==> config.mk <==
export PLATFORM = sky130hd
export DESIGN_NAME = alarm_arm_ctrl
export DESIGN_NICKNAME = d
export VERILOG_FILES = /design/src/rtl/alarm_pkg.sv /design/src/rtl/alarm_rst_sync.sv /design/src/rtl/alarm_sync.sv /design/src/rtl/alarm_delay.sv /design/src/rtl/alarm_fsm.sv /design/src/rtl/alarm_arm_ctrl.sv
export SDC_FILE = /design/constraint.sdc
export NUM_CORES = 1
export LEC_CHECK = 0
export BUFFER_PORTS_ARGS = -buffer_cell sky130_fd_sc_hd__clkbuf_2
export CORE_MARGIN = 2
export CORE_UTILIZATION = 25
export DETAILED_ROUTE_END_ITERATION = 7
export PLACE_DENSITY = 0.53
export RECOVER_POWER = 25
export REMOVE_ABC_BUFFERS = 1
export SYNTH_ARGS = -nofsm -noshare
export SYNTH_HDL_FRONTEND = slang
export SYNTH_SLANG_ARGS = --single-unit
export TNS_END_PERCENT = 50
==> constraint.sdc <==
create_clock -name clk -period 1.14 [get_ports clk]
set_input_delay 0.057 -clock clk [delete_from_list [all_inputs] [get_ports clk]]
set_output_delay 0.057 -clock clk [all_outputs]
set_load 0.05 [all_outputs]
==> src/rtl/alarm_pkg.sv <==
package alarm_pkg;
  typedef enum logic [2:0] {
    ST_DISARMED = 3'd0,
    ST_EXIT     = 3'd1,
    ST_ARMED    = 3'd2,
    ST_ENTRY    = 3'd3,
    ST_ALARM    = 3'd4
  } alarm_state_t;
endpackage

==> src/rtl/alarm_rst_sync.sv <==
module alarm_rst_sync (
  input  logic clk,
  input  logic rst_n,
  output logic rst_n_sync
);
  logic [1:0] stage_q;

  always_ff @(posedge clk or negedge rst_n) begin
    if (!rst_n) stage_q <= 2'b00;
    else        stage_q <= {stage_q[0], 1'b1};
  end

  assign rst_n_sync = stage_q[1];
endmodule

==> src/rtl/alarm_sync.sv <==
module alarm_sync #(
  parameter int W = 3
) (
  input  logic         clk,
  input  logic         rst_n,
  input  logic [W-1:0] d_async,
  output logic [W-1:0] q_sync
);
  for (genvar i = 0; i < W; i++) begin : g_bit
    logic [1:0] ff_q;
    always_ff @(posedge clk or negedge rst_n) begin
      if (!rst_n) ff_q <= 2'b00;
      else        ff_q <= {ff_q[0], d_async[i]};
    end
    assign q_sync[i] = ff_q[1];
  end
endmodule

==> src/rtl/alarm_delay.sv <==
module alarm_delay #(
  parameter int DELAY_CYC = 3
) (
  input  logic clk,
  input  logic rst_n,
  input  logic start,
  input  logic clr,
  output logic done
);
  localparam int CW = (DELAY_CYC < 2) ? 1 : $clog2(DELAY_CYC);
  localparam logic [CW-1:0] LAST = CW'(DELAY_CYC - 1);

  logic [CW-1:0] cnt_q, cnt_d;
  logic          run_q, run_d;
  logic          done_q, done_d;
  logic          cnt_en;

  assign cnt_en = start | clr | run_q;

  always_comb begin
    cnt_d  = cnt_q;
    run_d  = run_q;
    done_d = done_q;
    if (start) begin
      cnt_d  = '0;
      run_d  = 1'b1;
      done_d = 1'b0;
    end else if (clr) begin
      cnt_d  = '0;
      run_d  = 1'b0;
      done_d = 1'b0;
    end else if (run_q) begin
      if (cnt_q == LAST) begin
        run_d  = 1'b0;
        done_d = 1'b1;
      end else begin
        cnt_d = cnt_q + 1'b1;
      end
    end
  end

  always_ff @(posedge clk or negedge rst_n) begin
    if (!rst_n) begin
      cnt_q  <= '0;
      run_q  <= 1'b0;
      done_q <= 1'b0;
    end else if (cnt_en) begin
      cnt_q  <= cnt_d;
      run_q  <= run_d;
      done_q <= done_d;
    end
  end

  assign done = done_q;
endmodule

==> src/rtl/alarm_fsm.sv <==
module alarm_fsm
  import alarm_pkg::*;
#(
  parameter int NSENS = 3
) (
  input  logic             clk,
  input  logic             rst_n,
  input  logic             code_ok,
  input  logic             arm_req,
  input  logic             enter_key,
  input  logic [NSENS-1:0] trip_s,
  input  logic             dly_done,
  output alarm_state_t     state,
  output logic             dly_start,
  output logic             dly_clr,
  output logic [NSENS-1:0] trip_led,
  output logic             chk_reset
);
  alarm_state_t     st_q, st_d;
  logic [NSENS-1:0] led_q, led_d;
  logic             pulse_q, pulse_d;
  logic             disarm_rq;
  logic             live;

  assign disarm_rq = code_ok & enter_key;
  assign live      = (st_q == ST_ARMED) | (st_q == ST_ENTRY) | (st_q == ST_ALARM);

  always_comb begin
    st_d = st_q;
    unique case (st_q)
      ST_DISARMED: if (code_ok && arm_req) st_d = ST_EXIT;
      ST_EXIT: begin
        if (disarm_rq)     st_d = ST_DISARMED;
        else if (dly_done) st_d = ST_ARMED;
      end
      ST_ARMED: begin
        if (disarm_rq)    st_d = ST_DISARMED;
        else if (|trip_s) st_d = ST_ENTRY;
      end
      ST_ENTRY: begin
        if (disarm_rq)     st_d = ST_DISARMED;
        else if (dly_done) st_d = ST_ALARM;
      end
      ST_ALARM: if (disarm_rq) st_d = ST_DISARMED;
      default: st_d = ST_DISARMED;
    endcase
  end

  always_comb begin
    dly_start = ((st_d == ST_EXIT)  && (st_q != ST_EXIT)) ||
                ((st_d == ST_ENTRY) && (st_q != ST_ENTRY));
    dly_clr   = (st_d == ST_DISARMED) || (st_d == ST_ARMED);
    pulse_d   = (st_d == ST_DISARMED) && (st_q != ST_DISARMED);
    if (st_d == ST_DISARMED) led_d = '0;
    else if (live)           led_d = led_q | trip_s;
    else                     led_d = led_q;
  end

  always_ff @(posedge clk or negedge rst_n) begin
    if (!rst_n) begin
      st_q    <= ST_DISARMED;
      led_q   <= '0;
      pulse_q <= 1'b0;
    end else begin
      st_q    <= st_d;
      led_q   <= led_d;
      pulse_q <= pulse_d;
    end
  end

  assign state     = st_q;
  assign trip_led  = led_q;
  assign chk_reset = pulse_q;
endmodule

==> src/rtl/alarm_arm_ctrl.sv <==
module alarm_arm_ctrl
  import alarm_pkg::*;
#(
  parameter int NSENS     = 3,
  parameter int DELAY_CYC = 3
) (
  input  logic             clk,
  input  logic             rst_n,
  input  logic             code_ok,
  input  logic             arm_req,
  input  logic             enter_key,
  input  logic [NSENS-1:0] trip_in,
  output logic             ind_disarmed,
  output logic             ind_armed,
  output logic             ind_delay,
  output logic [NSENS-1:0] trip_led,
  output logic             buzzer,
  output logic             chk_reset
);
  logic             rst_n_i;
  logic [NSENS-1:0] trip_s;
  logic             dly_start, dly_clr, dly_done;
  alarm_state_t     state;

  alarm_rst_sync u_rst (
    .clk        (clk),
    .rst_n      (rst_n),
    .rst_n_sync (rst_n_i)
  );

  alarm_sync #(.W(NSENS)) u_sync (
    .clk     (clk),
    .rst_n   (rst_n_i),
    .d_async (trip_in),
    .q_sync  (trip_s)
  );

  alarm_delay #(.DELAY_CYC(DELAY_CYC)) u_delay (
    .clk   (clk),
    .rst_n (rst_n_i),
    .start (dly_start),
    .clr   (dly_clr),
    .done  (dly_done)
  );

  alarm_fsm #(.NSENS(NSENS)) u_fsm (
    .clk       (clk),
    .rst_n     (rst_n_i),
    .code_ok   (code_ok),
    .arm_req   (arm_req),
    .enter_key (enter_key),
    .trip_s    (trip_s),
    .dly_done  (dly_done),
    .state     (state),
    .dly_start (dly_start),
    .dly_clr   (dly_clr),
    .trip_led  (trip_led),
    .chk_reset (chk_reset)
  );

  assign ind_disarmed = (state == ST_DISARMED);
  assign ind_armed    = (state == ST_ARMED);
  assign ind_delay    = (state == ST_EXIT) || (state == ST_ENTRY);
  assign buzzer       = (state == ST_ALARM);
endmodule

== After elaboration in Yosys (flattened, before gate mapping) ==
Cells that the tools add are included.
Word-level totals
  bits in registers: 19
Cells by class
  bitwise operators: 6
  mux-type cells: 23
  eq/ne operators: 11
  reduce and logical (&&, ||, !) cells: 16
  add/subtract/negate cells: 1
Operators by type and width (number)
  $mux 3: 10
  $pmux 3 s5: 1
  $eq 3x2->1 const B: 4
  $reduce_bool 3->1: 3
  $mux 1: 8
  $mux 2: 4
  $eq 3x1->1 const B: 2
  $logic_not 3->1: 2
  $ne 3x1->1 const B: 2
  $reduce_and 3->1: 2
  $logic_and 1x1->1: 4
  $or 1x1->1: 4
  $eq 3x3->1 const B: 1
  $logic_or 1x1->1: 3
  $ne 3x2->1 const B: 1
  $or 3x3->3: 1
  $reduce_or 3->1: 1
  $add 2x1->2 const B: 1
  $eq 2x2->1 const B: 1
  $reduce_bool 2->1: 1
  $and 1x1->1: 1

== Logic depth before layout (Yosys ltp) ==
Gate-level depths: netlist (run 1).
  depth after elaboration: 10
  depth in mapped cells: 6

== Cells and area by module ==
From an unflattened synthesis (run 1), not the netlist that was laid out.
Second synthesis, totals
  cells, all modules: 73
  area, all modules: 848.3 um2
By module, submodules not included
  alarm_fsm: times used 1, area each 399.1 um2, cells an instance 42, sequential area each 175.2 um2
  alarm_delay: times used 1, area each 193.9 um2, cells an instance 15, sequential area each 100.1 um2
  alarm_sync: times used 1, area each 172.7 um2, cells an instance 9, sequential area each 150.1 um2
  alarm_rst_sync: times used 1, area each 53.8 um2, cells an instance 3, sequential area each 50.0 um2
  alarm_arm_ctrl: times used 1, area each 28.8 um2, cells an instance 4, sequential area each 0.0 um2

== Least setup slack after synthesis (run 1) ==
No wires, ideal clock.
  kind: register -> register
  from: reg u_fsm.st_q[1], in the netlist u_fsm.state[1]
  to: reg u_fsm.pulse_q, in the netlist u_fsm.chk_reset
  data arrival time: 2236 ps
  data required time: 1021 ps
  setup time: 119 ps
  cell stages (with the launch flop): 5
  slack: -1215 ps
  cell sequence: dfrtp_1 nor3b_1 nand3_1 nor4b_4 and2_1
On the way
  elaborated cells between the ends (all ways): 17
RTL lines
  start, declared: RTL line alarm_fsm.sv:19  | alarm_state_t st_q, st_d;
  start signal, assigned: RTL line alarm_fsm.sv:65  | st_q <= st_d;
  $eq 3x2->1
  via ind_armed: RTL line alarm_arm_ctrl.sv:14  | output logic ind_armed,
  $pmux 3 s5: RTL line alarm_fsm.sv:30  | unique case (st_q)
  $logic_not 3->1: RTL line alarm_fsm.sv:53  | pulse_d = (st_d == ST_DISARMED) && (st_q != ST_DISARMED);
  $logic_and 1x1->1: RTL line alarm_fsm.sv:53
  via u_fsm.pulse_d: RTL line alarm_fsm.sv:21  | logic pulse_q, pulse_d;
  end signal, assigned: RTL line alarm_fsm.sv:67  | pulse_q <= pulse_d;
  end, declared: RTL line alarm_fsm.sv:21
The timed path passes the listed nets, and every way through them passes these cells.
A chain may end at the register's enable or synchronous reset.

== Worst setup path in the final report (run 1) ==
  from: reg u_fsm.st_q[0], in the netlist u_fsm.state[0]
  to: reg u_fsm.pulse_q, in the netlist u_fsm.chk_reset
On the way
  elaborated cells between the ends (all ways): 17
RTL lines (RTL line)
  $eq 3x3->1 (tied with other cells): alarm_fsm.sv:30
  $pmux 3 s5 (*): alarm_fsm.sv:30
  via u_fsm.st_d[2]: alarm_fsm.sv:19
  $logic_not 3->1 (*): alarm_fsm.sv:53
  $logic_and 1x1->1 (*): alarm_fsm.sv:53
  via u_fsm.pulse_d: alarm_fsm.sv:21
Mark *: on every way through the listed nets, which the timed path passes. The rest lies on a longest branch.

==> flow_summary.yaml, run 1 <==
status:
  status: "finished with violations"
  violated_checks: "negative setup slack"
pwr:
  p_per_area_mw_per_mm2: 1360
  power.leakage_nw: 0.591
  clkPwrFrac_pct: 19.1
  worst_ir_drop_vdd_uv: 811
  sw_frac_of_total_pct: 31.2
  share_comb_of_total_power_pct: 36.3
  pwr-share-seq_pct: 44.6
  internal_power_mw: 1.18
  switching_power_total_mw: 0.534
yosys:
  synth.cells.most_frequent: "dfrtp_1 (19), a21oi_1 (7), nor2_1 (7)"
  postSynthRegisterBits: 19
  yosysWarnings: 0
  synth_top_area_cell: "dfrtp_1"
  async_reset_ff_share_pct: 100
  synth_cell_types: 27
  synth-edff-count: 0
  syn-mean-instance-area_um2: 12.0
  synthesis.instances: 65
  synthesis.area_um2: 781
  ys_top_cells_by_area: "dfrtp_1 (61%), a21oi_1 (4.5%), nor2_1 (3.4%)"
  synth_top_area_share_pct: 60.9
  yosysSeqAreaShare_pct: 60.9
  ys_dominant_reg_cell: "dfrtp_1"
  synth.most_common_cell: "dfrtp_1"
placement:
  numPortBuffers: 15
  dp_hpwl_mm: 1.29
  gp_congestion: 0.808
  placed_cells_incl_taps: 127
  placed_cell_area_mm2: 0.00103
  dp_worst_setup_slack_ns: -0.442
final_layout:
  nFillCells: 288
  final_design_area_no_fill_mm2: 0.00126
  finish.net_count: 116
  num_antenna_cells: 0
  flow.area_growth_from_synthesis_pct: 61.9
  post_route_cells_drive_above_1_share_pct: 52.8
  final_cell_count_no_fill: 139
global_route:
  grtUsageTotal_pct: 11.2
  grt.overflow.total: 0
  grt_pass1_wl_mm: 2.92
  first_global_vias: 672
  grt_start_max_net_pins: 11
  initial_antenna_violation_count: 0
route:
  initialDrtViolationCount: 13
  routed_wl_mm: 1.73
  routed_via_density: 4.52
  dr_pass1_iterations: 4
  postRouteAntennaNets: 0
  wl_per_cell_um: 12.5
  via_count: 628
  post_detailed_route_drc_marker_count: 0
critical_path:
  critPathRequiredTime_ns: 1.33
  cpMaxStageDelayCell: "dfrtp_2"
  timing_worst_setup_path_type: "flip-flop to flip-flop"
  worstSetupEndpointType: "flip-flop"
  crit_path_max_fanout: 4
  critical_path_arrival_ns: 1.74
  worst_setup_path_start_kind: "flip-flop"
  slowest_delay_ns: 0.45
  timing.critical_path.cells: "or3b_4, buf_6, a21oi_4, nor4b_4, and2_1"
die:
  row_count: 20
  chipHeight_um: 59.9
  die_area_mm2: 0.00359
  initial_core_util_pct: 26.0
  core-area_mm2: 0.00300
  ios: 16
  die_width_um: 59.9
sta:
  finalWorstSetupSlack_ns: -0.412
  finalMaxSlewViolations: 0
  final_min_period_over_clock_period_pct: 136
  finalHoldViolCount: 0
  rsz0062_at_grt: "yes"
  fmaxAchievable_mhz: 644
  report.final.setup_viol: 15
  clock_skew_ns: 0.00401
  fin_setup_tns_ns: -4.23
  period_needed_ns: 1.55
clock_tree:
  clock_insertion_delay_worst_skew_ns: 0.29
  clk_pin_slew_ns: 0.10
  number_of_buffers_inserted_during_clock_tree_synthesis: 3
  cts_sinks: 19
  cts-htree-levels: 1
  tritoncts: "yes"
  clockRootBuffer: "clkbuf_4"
  cts-root-to-sink-buffers: 2
hold_path:
  class_of_the_most_critical_hold_timing_path: "primary input to asynchronous set/reset pin"
run:
  max_cap_viol_count: 0
==> critical path, delay by kind of cell, from the launching register on <==
kind	cells	cell delay, ns
and+or+nand+nor	3	0.66
DFF	1	0.45
AOI/OAI and AO/OA	1	0.19
buffers and inverters	1	0.14
==> metal layers <==
| metal | vias up | GRT usage [%] | wire length [um] |
|---|---|---|---|
| li1 | 307 | - | - |
| met1 | 299 | 13.7 | 727 |
| met2 | 17 | 18.3 | 892 |
| met3 | 5 | 1.30 | 67 |
| met4 | 0 | 7.62 | 46 |
| met5 | - | 0 | 0 |
==> through the flow <==
stage | utilization [%] | power [mW] | hold slack (ns)
after global placement | 34.4 | 1.22 | -0.156
after CTS | 40.5 | 1.71 | 0.0508
after global routing | 42.1 | 1.80 | 0.0585
after detailed placement | 34.4 | 1.24 | -0.155
final | 42.1 | 1.71 | 0.0596
after floorplan | - | 1.04 | -0.239
==> final timing paths <==
| check | startpoint | slack, ns | endpoint | cells past startpoint |
|---|---|---|---|---|
| worst max-delay path | u_fsm.state[0] | -0.41 | u_fsm.chk_reset | 5 |
| worst min-delay path | rst_n | 0.06 | u_rst.stage_q[1] | 2 |
| worst min register to register | u_rst.stage_q[1] | 0.13 | u_delay.cnt_q[0] | 0 |
| min in group clk | code_ok | 0.16 | u_fsm.state[1] | 3 |
| max in group asynchronous | u_rst.stage_q[1] | 0.56 | u_sync.g_bit[1].ff_q[1] | 1 |
| worst max register to register | u_fsm.state[0] | -0.41 | u_fsm.chk_reset | 5 |
==> layout make-up <==
class,instances,area (um2),area share (%)
Clock buffer,4,26.3,2.08
Timing Repair Buffer,37,335,26.5
Tap cell,33,41.3,3.27
Inverter,5,26.3,2.08
Multi-Input combinational cell,41,358,28.3
Sequential cell,19,477,37.7
==> what timing repair did <==
item | CTS | global route
buffers inserted | 3 | 2
setup endpoints to repair | 15 | 15
hold endpoints to repair | 5 | 0
gates resized for setup | 28 | 10
pin swaps | 10 | 8
hold buffers | 4 | 0
==> layout by cell type, fill, tap and decap left out, types with 2 or more instances in the layout <==
cell           instances
dfrtp_1               18
buf_4                 11
clkbuf_2              10
nor2_1                 7
buf_6                  7
a21oi_1                6
dlygate4sd3_1          4
inv_4                  3
clkbuf_4               3
nand2_1                2
inv_1                  2
o21ai_2                2
clkbuf_1               2
buf_12                 2
==> power by group through the flow <==
stage	sequential (mW)	clock [mW]	combinational, mW
after global routing	0.771	0.370	0.662
after floorplan	0.807	0	0.235
after CTS	0.763	0.343	0.605
final	0.764	0.327	0.623
after detailed placement	0.773	0	0.466
after global placement	0.769	0	0.453
==> flip-flops by register name, indices dropped and copies added, names as in the netlist <==
signal / cells
u_fsm.chk_reset: 1
u_sync.g_bit.ff_q: 6
u_delay.run_q: 1
u_delay.done: 1
u_rst.stage_q: 2
u_fsm.trip_led: 3
u_fsm.state: 3
u_delay.cnt_q: 2
==> logic make-up (layout without fill, tap and decap cells) <==
kind of cell	after synthesis	after routing	share of synthesized area, %
other	1	1	0.480
adders and majority gates	1	1	1.60
buffers and inverters	5	46	2.40
xor gates and xnor gates	1	1	1.12
and+or+nand+nor	22	22	18.4
DFF	19	19	60.9
AOI/OAI and AO/OA	16	16	15.1
Note: power is estimated with default switching activity, not from simulation.
==> inputs of run 2 (changes only) <==
Settings changed: SYNTH_HIERARCHICAL set to 1.
==> run 2 against run 1 <==
  * Hold slack worse by 0.0042 ns
  * Non-clock buffer count down 2
  * Combinational power is 6.4% higher
  * Routed wire length fell by 3.3%
  * The run still ends with negative setup slack left
==> flow_summary.yaml, run 2 <==
yosys:
  syn-mean-instance-area_um2: 11.6
  synthesis.instances: 73
  ys_top_cells_by_area: "dfrtp_1 (56%), a21oi_1 (3.5%), buf_4 (3.5%)"
  synth_cell_types: 32
  synth.cells.most_frequent: "dfrtp_1 (19), a21oi_1 (6), nor2_1 (6)"
  ys_dominant_reg_cell: "dfrtp_1"
  synthesis.area_um2: 848
  synth-edff-count: 0
  yosysWarnings: 6
  async_reset_ff_share_pct: 100
  postSynthRegisterBits: 19
  synth.most_common_cell: "dfrtp_1"
  yosysSeqAreaShare_pct: 56.0
  synth_top_area_share_pct: 56.0
  synth_top_area_cell: "dfrtp_1"
global_route:
  initial_antenna_violation_count: 0
  first_global_vias: 617
  grt_start_max_net_pins: 14
  grt.overflow.total: 0
  grtUsageTotal_pct: 9.09
  grt_pass1_wl_mm: 2.86
critical_path:
  worstSetupEndpointType: "flip-flop"
  worst_setup_path_start_kind: "flip-flop"
  timing_worst_setup_path_type: "flip-flop to flip-flop"
  critical_path_arrival_ns: 1.74
  crit_path_max_fanout: 4
  critPathRequiredTime_ns: 1.31
pwr:
  total_power_mw: 1.78
  p_per_area_mw_per_mm2: 1390
  worst_ir_drop_vdd_uv: 640
  power.leakage_nw: 0.564
sta:
  finalMaxSlewViolations: 0
  period_needed_ns: 1.56
  rsz0062_at_grt: "yes"
  fmaxAchievable_mhz: 639
  finalWorstSetupSlack_ns: -0.424
  clock_skew_ns: 0.0111
  report.final.setup_viol: 15
  final_min_period_over_clock_period_pct: 137
  finalHoldViolCount: 0
route:
  postRouteAntennaNets: 0
  routed_via_density: 4.23
  via_count: 647
  initialDrtViolationCount: 19
  routed_wl_mm: 1.68
  post_detailed_route_drc_marker_count: 0
  dr_pass1_iterations: 3
  wl_per_cell_um: 11.0
clock_tree:
  cts_sinks: 19
  number_of_buffers_inserted_during_clock_tree_synthesis: 3
  cts-root-to-sink-buffers: 2
  cts-htree-levels: 1
  clock_insertion_delay_worst_skew_ns: 0.29
  clk_pin_slew_ns: 0.11
  tritoncts: "yes"
  clockRootBuffer: "clkbuf_4"
final_layout:
  register_bank_with_the_most_flops: "u_sync/g_bit.ff_q"
  number_of_flip_flops_under_the_largest_register_name: 6
  final_design_area_no_fill_mm2: 0.00128
  final_common_cell: "dfrtp_1"
  post_route_cells_drive_above_1_share_pct: 53.3
  layout_common_cells: "dfrtp_1 (17), buf_4 (11), clkbuf_2 (10), a21oi_1 (5)"
  final_cell_count_no_fill: 153
  fin_util_pct: 38.9
  flow.area_growth_from_synthesis_pct: 50.6
  finish.net_count: 117
  num_antenna_cells: 0
die:
  die_area_mm2: 0.00388
  row_count: 21
  initial_core_util_pct: 25.8
  chipHeight_um: 62.3
  core-area_mm2: 0.00328
  die_width_um: 62.3
  ios: 16
placement:
  gp_congestion: 0.787
  numPortBuffers: 15
  placed_cell_area_mm2: 0.00104
  placed_cells_incl_taps: 142
  dp_hpwl_mm: 1.29
run:
  max_cap_viol_count: 0
status:
  violated_checks: "negative setup slack"
  status: "finished with violations"
hold_path:
  class_of_the_most_critical_hold_timing_path: "primary input to flip-flop"
-- run 2: cell count changes in the layout (fill, tap and decap cells not counted), sizes merged, moves of 2 or more --
cell,delta
nor3b,+2
buf,-3
nor4,+2
nor3,+4
inv,-2
-- run 2: layout make-up --
cell class / count / area (um2)
clock buffers: 3 / 22.5
well taps: 46 / 57.6
inverters: 3 / 11.3
multi-input cells: 46 / 409
flip-flops and latches: 19 / 478
clock inverters: 1 / 5.00
fillers: 333 / 2010
repair buffers: 35 / 294
-- run 2: metrics by stage --
step           TNS, ns  setup WS [ns]  hold slack (ns)
2_1_floorplan    -4.91         -0.617           -0.239
3_3_place_gp     -2.84         -0.392           -0.156
3_5_place_dp     -3.49         -0.503           -0.156
4_1_cts          -4.07         -0.414           0.0478
5_1_grt          -5.16         -0.495           0.0507
6_report         -4.05         -0.424           0.0554
-- run 2: worst paths after layout --
check,start,slack [ns],to,depth (start not counted)
worst max-delay path,u_sync/g_bit[2].ff_q[1],-0.42,u_delay/run_q,5
worst min-delay path,enter_key,0.06,u_fsm/chk_reset,3
worst max register to register,u_sync/g_bit[2].ff_q[1],-0.42,u_delay/run_q,5
worst min register to register,u_rst/stage_q[1],0.08,u_delay/cnt_q[1],0
max in group asynchronous,u_rst/stage_q[1],0.65,u_fsm/state[0],1
min in group asynchronous,rst_n,0.07,u_rst/stage_q[0],2
-- run 2: worst max-delay path, cell delays in order (launching register included) --
cell and delay (ns):
dfrtp_1 0.43, nor4_4 0.34, a2111oi_4 0.09, or2_4 0.26
and3_4 0.17, o21bai_1 0.15
-- run 2: logic make-up after synthesis --
logic type	Yosys count	synth area share, %
AO/OA/AOI/OAI	15	13.1
XOR/XNOR	1	1.03
adder cells (fa/ha/maj)	1	1.47
buffers and inverters	8	5.46
flip-flops	19	56.0
other	1	0.442
AND/OR/NAND/NOR	28	22.4
-- run 2: routing by layer --
| metal | vias up | global-route usage [%] | routed length [um] | part of all wire (%) |
|---|---|---|---|---|
| met5 | - | 0 | 0 | 0 |
| li1 | 323 | - | - | - |
| met3 | 2 | 1.27 | 60 | 3.6 |
| met1 | 309 | 12.5 | 807 | 48 |
| met4 | 0 | 4.17 | 11 | 0.66 |
| met2 | 13 | 14.3 | 798 | 48 |
-- run 2: repair_timing --
action	in CTS	in global routing
pin swaps	11	1
hold endpoints to repair	5	0
resized for setup	30	6
buffers inserted	3	1
hold buffers	4	0
endpoints found under the setup margin	15	15
-- run 2: power breakdown --
group	total, mW	switching [mW]	internal, mW
clock network	0.331	0.200	0.130
logic	0.663	0.335	0.328
registers	0.787	0.0536	0.734
==> inputs of run 3 (changes only) <==
==> constraint.sdc (replaced) <==
create_clock -name clk -period 1.14 [get_ports clk]
set_input_delay 0.171 -clock clk [delete_from_list [all_inputs] [get_ports clk]]
set_output_delay 0.171 -clock clk [all_outputs]
set_load 0.05 [all_outputs]
==> run 3 against run 2 <==
  * The run still ends with negative setup slack left
  * Fmax is 1.2% higher
  * Via count fell by 1.5%
  * Cell count did not move
  * Routed wire length increased by 2.5%
  * Flip-flop and latch count unchanged
  * Die area stayed put
  * First-iteration DRC count fell by 58%
  * Design area grew 0.88%
  * Hold slack improved by 0.026 ns
  * Core utilization is 0.34 points higher
  * Highest routed layer unchanged
==> flow_summary.yaml, run 3 (synthesis results as in run 2) <==
status:
  status: "finished with violations"
  violated_checks: "negative setup slack"
placement:
  gp_congestion: 0.752
  dp_hpwl_mm: 1.24
  numPortBuffers: 15
sta:
  finalMaxSlewViolations: 0
  clock_skew_ns: 0.000735
  fin_setup_tns_ns: -4.31
  fmaxAchievable_mhz: 647
  report.final.setup_viol: 14
  rsz0062_at_grt: "yes"
  finalWorstSetupSlack_ns: -0.406
  finalHoldViolCount: 0
  final_min_period_over_clock_period_pct: 136
  period_needed_ns: 1.55
pwr:
  internal_power_mw: 1.17
  sw_frac_of_total_pct: 32.7
  power.leakage_nw: 0.558
  share_comb_of_total_power_pct: 35.8
  pwr-share-seq_pct: 45.6
  p_per_area_mw_per_mm2: 1350
  worst_ir_drop_vdd_uv: 559
  clkPwrFrac_pct: 18.6
  switching_power_total_mw: 0.567
  total_power_mw: 1.74
hold_path:
  class_of_the_most_critical_hold_timing_path: "flip-flop to asynchronous set/reset pin"
critical_path:
  slowest_delay_ns: 0.47
  reg2reg_setup_slack_ns: -0.41
  cpMaxStageDelayCell: "dfrtp_2"
  crit_path_max_fanout: 5
  worst_setup_path_start_kind: "flip-flop"
  critPathRequiredTime_ns: 1.36
  timing.critical_path.cells: "buf_6, a2111oi_4, or2_4, and3_4, o21bai_1"
  worstSetupEndpointType: "flip-flop"
  critical_path_arrival_ns: 1.76
  timing_worst_setup_path_type: "flip-flop to flip-flop"
run:
  max_cap_viol_count: 0
route:
  dr_pass1_iterations: 4
  wl_per_cell_um: 11.2
  postRouteAntennaNets: 0
  routed_wl_mm: 1.72
  initialDrtViolationCount: 8
  post_detailed_route_drc_marker_count: 0
  via_count: 637
  routed_via_density: 4.16
final_layout:
  fin_util_pct: 39.2
  finish.net_count: 117
  flow.area_growth_from_synthesis_pct: 51.9
  num_antenna_cells: 0
  layout_common_cells: "dfrtp_1 (16), buf_4 (10), clkbuf_2 (7), buf_6 (6)"
  final_common_cell: "dfrtp_1"
  number_of_flip_flops_under_the_largest_register_name: 6
  register_bank_with_the_most_flops: "u_sync/g_bit.ff_q"
  nFillCells: 328
  post_route_cells_drive_above_1_share_pct: 52.3
die:
  die_width_um: 62.3
  initial_core_util_pct: 25.8
  die_area_mm2: 0.00388
  row_count: 21
  chipHeight_um: 62.3
  ios: 16
  core-area_mm2: 0.00328
global_route:
  first_global_vias: 648
  initial_antenna_violation_count: 0
  grt_start_max_net_pins: 14
  grt_pass1_wl_mm: 2.95
  grt.overflow.total: 0
  grtUsageTotal_pct: 9.85
clock_tree:
  clock_insertion_delay_worst_skew_ns: 0.28
  tritoncts: "yes"
  cts-root-to-sink-buffers: 2
  clk_pin_slew_ns: 0.10
  clockRootBuffer: "clkbuf_4"
  cts_sinks: 19
  number_of_buffers_inserted_during_clock_tree_synthesis: 3
  cts-htree-levels: 1
==> run 3: power groups by stage <==
stage / combinational [mW] / clock [mW] / sequential, mW
6_report: 0.620 / 0.323 / 0.792
5_1_grt: 0.660 / 0.388 / 0.803
4_1_cts: 0.601 / 0.350 / 0.791
3_5_place_dp: 0.470 / 0 / 0.791
3_3_place_gp: 0.467 / 0 / 0.788
2_1_floorplan: 0.288 / 0 / 0.821
==> run 3: worst paths after layout <==
check | end | cells after the start | startpoint
setup / recovery | u_delay/run_q | 5 | u_fsm/state[0]
hold / removal | u_delay/cnt_q[0] | 0 | u_rst/stage_q[1]
setup reg to reg | u_delay/run_q | 5 | u_fsm/state[0]
hold reg to reg | u_delay/cnt_q[0] | 0 | u_rst/stage_q[1]
max in group asynchronous | u_fsm/state[1] | 1 | u_rst/stage_q[1]
min in group clk | u_fsm/chk_reset | 3 | enter_key
==> run 3: layout make-up <==
cell class / count / area [um2] / share of cell area [%]
timing repair buffer: 35 / 300 / 23.3
multi-input combinational: 46 / 414 / 32.1
inverter: 3 / 11.3 / 0.874
clock buffer: 4 / 26.3 / 2.04
tap: 46 / 57.6 / 4.47
sequential: 19 / 479 / 37.2
==> run 3: metrics by stage <==
stage / std cells / worst slack (ns) / hold WS, ns / cell area [um2]
after detailed placement: 142 / -0.489 / -0.0417 / 1040
after CTS: 153 / -0.401 / 0.0886 / 1270
final: 153 / -0.406 / 0.0817 / 1290
after floorplan: 68 / -0.731 / -0.125 / 813
after global routing: 153 / -0.469 / 0.104 / 1290
after global placement: 142 / -0.421 / -0.0426 / 1040
==> run 3: worst max-delay path, delay by kind of cell (launching register included) <==
kind,cells,cell delay (ns)
flops,1,0.47
compound gates,2,0.45
simple gates,2,0.42
buf+inv,1,0.15
==> run 3: what timing repair did <==
| item | in CTS | in global routing |
|---|---|---|
| hold buffers | 4 | 0 |
| endpoints found under the setup margin | 14 | 17 |
| cloned | 0 | 0 |
| resized for setup | 31 | 10 |
| setup buffers | 4 | 0 |
| hold endpoints to repair | 5 | 0 |
| pin swaps | 11 | 3 |
==> run 3: metal layers <==
metal	track usage, %	share of wire [%]
met1	11.3	44
met2	16.7	52
met5	0	0
met4	5.83	1.1
met3	2.36	3.5
